File: config.mk
export PLATFORM = sky130hd
export DESIGN_NAME = seccfg_reg
export DESIGN_NICKNAME = d
export VERILOG_FILES = /design/src/rtl/seccfg_pkg.sv /design/src/rtl/seccfg_fetch.sv /design/src/rtl/seccfg_store.sv /design/src/rtl/seccfg_decode.sv /design/src/rtl/seccfg_reg.sv
export SDC_FILE = /design/constraint.sdc
export NUM_CORES = 1
export LEC_CHECK = 0
export ABC_CLOCK_PERIOD_IN_PS = 3480
export BUFFER_PORTS_ARGS = -buffer_cell sky130_fd_sc_hd__buf_4
export CAP_MARGIN = 20
export CORE_UTILIZATION = 38
export DETAILED_ROUTE_END_ITERATION = 10
export PLACE_DENSITY = 0.94
export SKIP_CTS_REPAIR_TIMING = 1
export SLEW_MARGIN = 10
export SYNTH_ARGS = -nofsm -noshare
export SYNTH_HDL_FRONTEND = slang
export SYNTH_SLANG_ARGS = --single-unit
File: constraint.sdc
create_clock -name clk -period 3.48 [get_ports clk]
set_input_delay 0.87 -clock clk [delete_from_list [all_inputs] [get_ports clk]]
set_output_delay 0.87 -clock clk [all_outputs]
set_load 0.05 [all_outputs]
File: src/rtl/seccfg_pkg.sv
package seccfg_pkg;

   typedef enum logic [1:0] {
      FS_IDLE = 2'd0,
      FS_REQ  = 2'd1,
      FS_WAIT = 2'd2,
      FS_DONE = 2'd3
   } fetch_state_e;

   typedef struct packed {
      logic [1:0] key;
      logic [3:0] rsv;
      logic [1:0] sec;
   } cfg_t;

   localparam logic [1:0] KEY_OPEN  = 2'b10;
   localparam logic [1:0] SEC_OPEN  = 2'b10;
   localparam logic [7:0] CFG_FAULT = 8'hFF;

endpackage

File: src/rtl/seccfg_fetch.sv
module seccfg_fetch
   import seccfg_pkg::*;
#(
   parameter int              ADDR_W   = 24,
   parameter int              DATA_W   = 16,
   parameter int              BYTE_SEL = 0,
   parameter logic [ADDR_W-1:0] CFG_ADDR = '0
) (
   input  logic              clk,
   input  logic              rst_n,
   output logic              fl_req,
   output logic [ADDR_W-1:0] fl_addr,
   input  logic              fl_valid,
   input  logic [DATA_W-1:0] fl_data,
   input  logic              fl_dbl_err,
   output logic              load,
   output cfg_t              load_val,
   output logic              ready
);

   localparam int LANES = DATA_W / 8;

   generate
      if ((DATA_W % 8) != 0 || DATA_W < 8) begin : g_bad_width
         $error("seccfg_fetch: DATA_W must be a nonzero multiple of 8");
      end
      if (BYTE_SEL < 0 || BYTE_SEL >= LANES) begin : g_bad_lane
         $error("seccfg_fetch: BYTE_SEL outside the word");
      end
   endgenerate

   fetch_state_e state_q, state_d;
   logic [7:0]   lane;

   generate
      if (LANES == 1) begin : g_single_lane
         assign lane = fl_data[7:0];
      end else begin : g_multi_lane
         assign lane = fl_data[BYTE_SEL*8 +: 8];
      end
   endgenerate

   always_comb begin
      state_d = state_q;
      unique case (state_q)
         FS_IDLE: state_d = FS_REQ;
         FS_REQ:  state_d = FS_WAIT;
         FS_WAIT: if (fl_valid) state_d = FS_DONE;
         FS_DONE: state_d = FS_DONE;
         default: state_d = FS_IDLE;
      endcase
   end

   always_ff @(posedge clk or negedge rst_n) begin
      if (!rst_n) state_q <= FS_IDLE;
      else        state_q <= state_d;
   end

   assign fl_req   = (state_q == FS_REQ);
   assign fl_addr  = fl_req ? CFG_ADDR : '0;
   assign load     = (state_q == FS_WAIT) && fl_valid;
   assign load_val = fl_dbl_err ? cfg_t'(CFG_FAULT) : cfg_t'(lane);
   assign ready    = (state_q == FS_DONE);

endmodule

File: src/rtl/seccfg_store.sv
module seccfg_store
   import seccfg_pkg::*;
(
   input  logic clk,
   input  logic rst_n,
   input  logic load,
   input  cfg_t load_val,
   input  logic ready,
   input  logic unlock_ok,
   output cfg_t cfg_q
);

   logic open_hit;

   assign open_hit = ready && unlock_ok && (cfg_q.key == KEY_OPEN);

   always_ff @(posedge clk or negedge rst_n) begin
      if (!rst_n) begin
         cfg_q <= cfg_t'(CFG_FAULT);
      end else if (load) begin
         cfg_q <= load_val;
      end else if (open_hit) begin
         cfg_q.sec <= SEC_OPEN;
      end
   end

endmodule

File: src/rtl/seccfg_decode.sv
module seccfg_decode
   import seccfg_pkg::*;
(
   input  logic ready,
   input  cfg_t cfg,
   output logic key_enabled,
   output logic secured
);

   assign key_enabled = ready && (cfg.key == KEY_OPEN);
   assign secured     = !(ready && (cfg.sec == SEC_OPEN));

endmodule

File: src/rtl/seccfg_reg.sv
module seccfg_reg
   import seccfg_pkg::*;
#(
   parameter int                ADDR_W    = 24,
   parameter int                DATA_W    = 16,
   parameter int                BYTE_SEL  = 0,
   parameter logic [ADDR_W-1:0] CFG_ADDR  = 24'h7FFF0F,
   parameter bit                RDATA_REG = 1'b0
) (
   input  logic              clk,
   input  logic              rst_n,
   output logic              fl_req,
   output logic [ADDR_W-1:0] fl_addr,
   input  logic              fl_valid,
   input  logic [DATA_W-1:0] fl_data,
   input  logic              fl_dbl_err,
   input  logic              bus_rd,
   input  logic              bus_wr,
   input  logic [7:0]        bus_wdata,
   output logic [7:0]        bus_rdata,
   input  logic              unlock_ok,
   output logic              ready,
   output logic              key_enabled,
   output logic              secured
);

   generate
      if (ADDR_W < 1) begin : g_bad_addr
         $error("seccfg_reg: ADDR_W must be positive");
      end
   endgenerate

   logic load;
   cfg_t load_val;
   cfg_t cfg_q;
   logic wr_unused;

   assign wr_unused = bus_wr ^ (^bus_wdata);

   seccfg_fetch #(
      .ADDR_W   (ADDR_W),
      .DATA_W   (DATA_W),
      .BYTE_SEL (BYTE_SEL),
      .CFG_ADDR (CFG_ADDR)
   ) u_fetch (
      .clk        (clk),
      .rst_n      (rst_n),
      .fl_req     (fl_req),
      .fl_addr    (fl_addr),
      .fl_valid   (fl_valid),
      .fl_data    (fl_data),
      .fl_dbl_err (fl_dbl_err),
      .load       (load),
      .load_val   (load_val),
      .ready      (ready)
   );

   seccfg_store u_store (
      .clk       (clk),
      .rst_n     (rst_n),
      .load      (load),
      .load_val  (load_val),
      .ready     (ready),
      .unlock_ok (unlock_ok),
      .cfg_q     (cfg_q)
   );

   seccfg_decode u_decode (
      .ready       (ready),
      .cfg         (cfg_q),
      .key_enabled (key_enabled),
      .secured     (secured)
   );

   generate
      if (RDATA_REG) begin : g_rd_flop
         logic [7:0] rdata_q;
         always_ff @(posedge clk or negedge rst_n) begin
            if (!rst_n) rdata_q <= '0;
            else        rdata_q <= bus_rd ? cfg_q : 8'h00;
         end
         assign bus_rdata = rdata_q;
      end else begin : g_rd_comb
         assign bus_rdata = bus_rd ? cfg_q : 8'h00;
      end
   endgenerate

endmodule

Word level (Yosys, flattened, before mapping)

Index checks and enable logic that the tools add are counted.

Output and inout bits: 36
Register bits: 10
Bits of input ports: 31
Logic and storage cells: 25

Mux-type cells: 7
Eq/ne operators: 6
Reduce and logical (&&, ||, !) cells: 8

Operators with widths:

| cell                                                            | number |
|---|---|
| 23-bit two-way mux                                              | 1 |
| 8-bit two-way mux                                               | 2 |
| 2-bit == test, second input constant                            | 4 |
| 2-bit case mux with 4 select lines                              | 1 |
| 2-bit two-way mux                                               | 3 |
| 1-bit logical AND                                               | 5 |
| 2-bit by 1-bit == test with 1-bit output, second input constant | 1 |
| 2-bit zero test                                                 | 1 |
| 2-bit inequality test, second input constant                    | 1 |
| 2-bit nonzero test                                              | 1 |
| 1-bit zero test                                                 | 1 |

Longest topological paths before layout

Word-level depth: 5
Gate-level depth with buffers: 4
Depth with buffers taken out: 3

Cells and area by module

From an unflattened synthesis, not the netlist that was laid out.

Cell total of the unflattened synthesis: 72
Area total of the unflattened synthesis: 742.0 sq um

By module, submodules not included:

| module        | area an instance (sq um) | cells an instance | times used |
|---|---|---|---|
| seccfg_store  | 350.3                    | 21                | 1 |
| seccfg_fetch  | 325.3                    | 41                | 1 |
| seccfg_reg    | 50.0                     | 8                 | 1 |
| seccfg_decode | 16.3                     | 2                 | 1 |

Worst setup path after synthesis

Ideal clock, no wire load.

Path kind: register to output
From: register u_fetch.state_q[1]
To: output fl_addr[0]
Data arrival time: 2.154 ns
Stages on the path, launching flop included: 3
Path slack: 0.456 ns
Path buffers: 1
Path through: dfrtp_1 > nor2b_1 > buf_4

Longest elaborated chain between the ends: 2

Ends and longest elaborated chain:

| element                                  | line               | text |
|---|---|---|
| start: declaration                       | seccfg_fetch.sv:32 | `fetch_state_e state_q, state_d;` |
| start signal: assignment                 | seccfg_fetch.sv:56 | `else state_q <= state_d;` |
| 2-bit by 1-bit == test with 1-bit output | seccfg_fetch.sv:59 | `assign fl_req = (state_q == FS_REQ);` |
| net fl_req                               | seccfg_reg.sv:12   | `output logic fl_req,` |
| 23-bit two-way mux                       | seccfg_fetch.sv:60 | `assign fl_addr = fl_req ? CFG_ADDR : '0;` |
| end: declaration                         | seccfg_reg.sv:13   | `output logic [ADDR_W-1:0] fl_addr,` |

The timed path passes the listed nets, and every way through them passes these cells.

Final worst setup path

From: register u_fetch.state_q[0]
To: output fl_addr[17]

Longest elaborated chain between the ends: 2

Ends and longest elaborated chain:

| element                                  | line |
|---|---|
| 2-bit by 1-bit == test with 1-bit output | seccfg_fetch.sv:59 |
| 23-bit two-way mux                       | seccfg_fetch.sv:60 |

No other way between the ends.

==> metrics.txt <==
outcome finished, final reports clean; library cells used by synthesis 21; wire length after detailed routing between 1000 and 1500 um; top cells by area, synth dfstp_2 (31%), buf_4 (27%), and2_1 (8.3%); number of register bits inferred by synthesis 10; standby leakage power around 0.48 nW; Post-DP HPWL about 990 um; FMAX about 0.45 GHz; most frequent cell on the critical path buf_4; Congestion Overflow GR 0; final-stage net count approximately 140; number of placed instances with taps included between 100 and 150; final routed DRC violation total 0; TritonCTS clock tree built; crit path max fanout 20; core area roughly 0.0016 mm2; count of antenna-violating nets left after detailed routing 0; Final Wtd Congestion about 0.7; endpoints failing hold 0; vias post-DR 530; proportion of netlist area held by the largest area contributor 31.0%; number of slew-limit violations in the final report 0; Total Die Area a little under 0.002 mm2; Worst EP required 2.61 ns; synthesized area 678 um2; number of antenna violations at the first check in global routing 0; Die X 44.2 um; Vias/cell 4.11; Final Cell Area 902 um2; number of instances in the synthesized netlist between 70 and 80; CTS Buffer Depth 2; H-tree levels 1; count of buffers inserted at the top-level ports 44; power per unit of standard cell area 373 mW/mm2; Yosys warning total 0; leading area contributor after synthesis dfstp_2; Starting Density 42.5%; total of endpoints with negative setup slack in the final report 0; element type at the critical path end output port; Initial DRT Pass Iterations 6; Worst Setup Start Kind register; wire length of the first global-routing pass around 2000 um; Final period util ~64%; Crit path buffers/inverters 2; total design power about 340 uW; largest net degree at the start of global routing 21; shortest period the worst path allows 2.24 ns; number of global-route vias before repair around 450; setup repair after global routing missed its margin no; Seq/Total Area, Yosys about two fifths; Routed WL per cell roughly 9.8 um; cell area after placement around 870 um2; Worst Hold Class input pin to asynchronous set/reset pin; CP Class register to output port; most common cell after layout, fill and taps aside buf_4; largest incremental delay on the critical path between 0.4 and 0.5 ns; final non-filler cell total 129; Max stage delay cell, worst path dfrtp_1; Root Buffer Master clkbuf_4; cells along the critical path nor2b_1 -> buf_4 -> buf_4; skew final approximately 0.0017 ns; latest clock arrival within the worst-skew pair between 0.2 and 0.3 ns; initial detailed-routing violation count 7; number of buffers inserted during clock tree synthesis 3; Peak supply drop around 0.27 mV; share of layout cells above drive strength 1 56.2%; CTS Sinks 10; Worst Hold Margin between 0.4 and 0.5 ns; count of maximum capacitance violations 0; mean area per synthesized cell about 8.7 um2; arrival time reported for the critical path endpoint between 1 and 1.5 ns; leading cell types in the layout, fill and taps excluded buf_4 (45), and2_1 (9), nor2_1 (9), dfstp_2 (8), nand2_1 (7); area growth from synthesis to layout 33.0%; total global-route track usage around 14%; Worst-path clk slew around 0.070 ns; height of the die about 44 um; row count 14; aggregate negative setup slack 0 ns; number of diodes 0; Top delay family on crit path buffers and inverters; number of placed I/O pins 67
==> worst register-to-register path, cell delays in order (launching register included) <==
cell and delay (ns):
dfrtp_1 0.43, nand3b_2 0.40, nor3_1 0.22, a31oi_1 0.07
==> area by class of cell <==
cell class | instances | area [um2]
fillers | 142 | 692
repair buffers | 45 | 338
well taps | 24 | 30.0
flip-flops and latches | 10 | 260
clock buffers | 4 | 36.3
inverters | 1 | 3.75
multi-input cells | 45 | 234
==> synth_stat cells, drive strengths merged <==
library cell  count
inv               1
buf              26
nor3b             1
conb              1
a31oi             1
a31o              1
and2              9
dfstp             8
nor3              1
o21ai             6
nand2             7
and4b             1
or2               1
nand3b            2
nor2b             1
dfrtp             2
nor2              9
==> state kept, by name, indices dropped and copies added (netlist names) <==
signal and cells:
u_store.cfg_q 8, u_fetch.state_q 2
==> logic make-up (layout without fill, tap and decap cells) <==
logic type	count (synthesis)	in the layout	share of synthesized area, %
buf+inv	27	50	29.3
flops	10	10	38.4
simple gates	32	32	25.1
other cells	1	5	0.553
compound gates	8	8	6.64
==> report_power, final <==
group | total [mW] | switching [mW] | internal (mW)
sequential | 0.138 | 0.00468 | 0.133
clock | 0.107 | 0.0430 | 0.0636
combinational | 0.0918 | 0.0618 | 0.0300
==> worst paths after layout <==
kind                                         start                  to  slack (ns)  depth (start not counted)
worst min-delay path                         rst_n  u_fetch.state_q[0]        0.41                          1
max in group asynchronous                    rst_n    u_store.cfg_q[4]        2.86                          1
min in group clk                  u_store.cfg_q[4]    u_store.cfg_q[4]        0.46                          2
worst max register to register  u_fetch.state_q[0]    u_store.cfg_q[1]        2.29                          3
worst min register to register    u_store.cfg_q[4]    u_store.cfg_q[4]        0.46                          2
worst max-delay path            u_fetch.state_q[0]         fl_addr[17]        1.24                          3
==> layer usage <==
metal	wire length, um	vias up	GRT usage [%]
met5	0	-	0
met4	20	0	10.9
met3	71	4	3.67
met2	675	23	22.9
met1	496	232	16.4
li1	-	271	-
==> through the flow <==
stage	setup slack, ns	utilization [%]
floorplan	0.456	-
global placement	1.28	54.3
detailed placement	1.28	54.3
CTS	1.24	56.6
global route	1.17	56.6
finish	1.24	56.6
(Power assumes the default switching activity.)
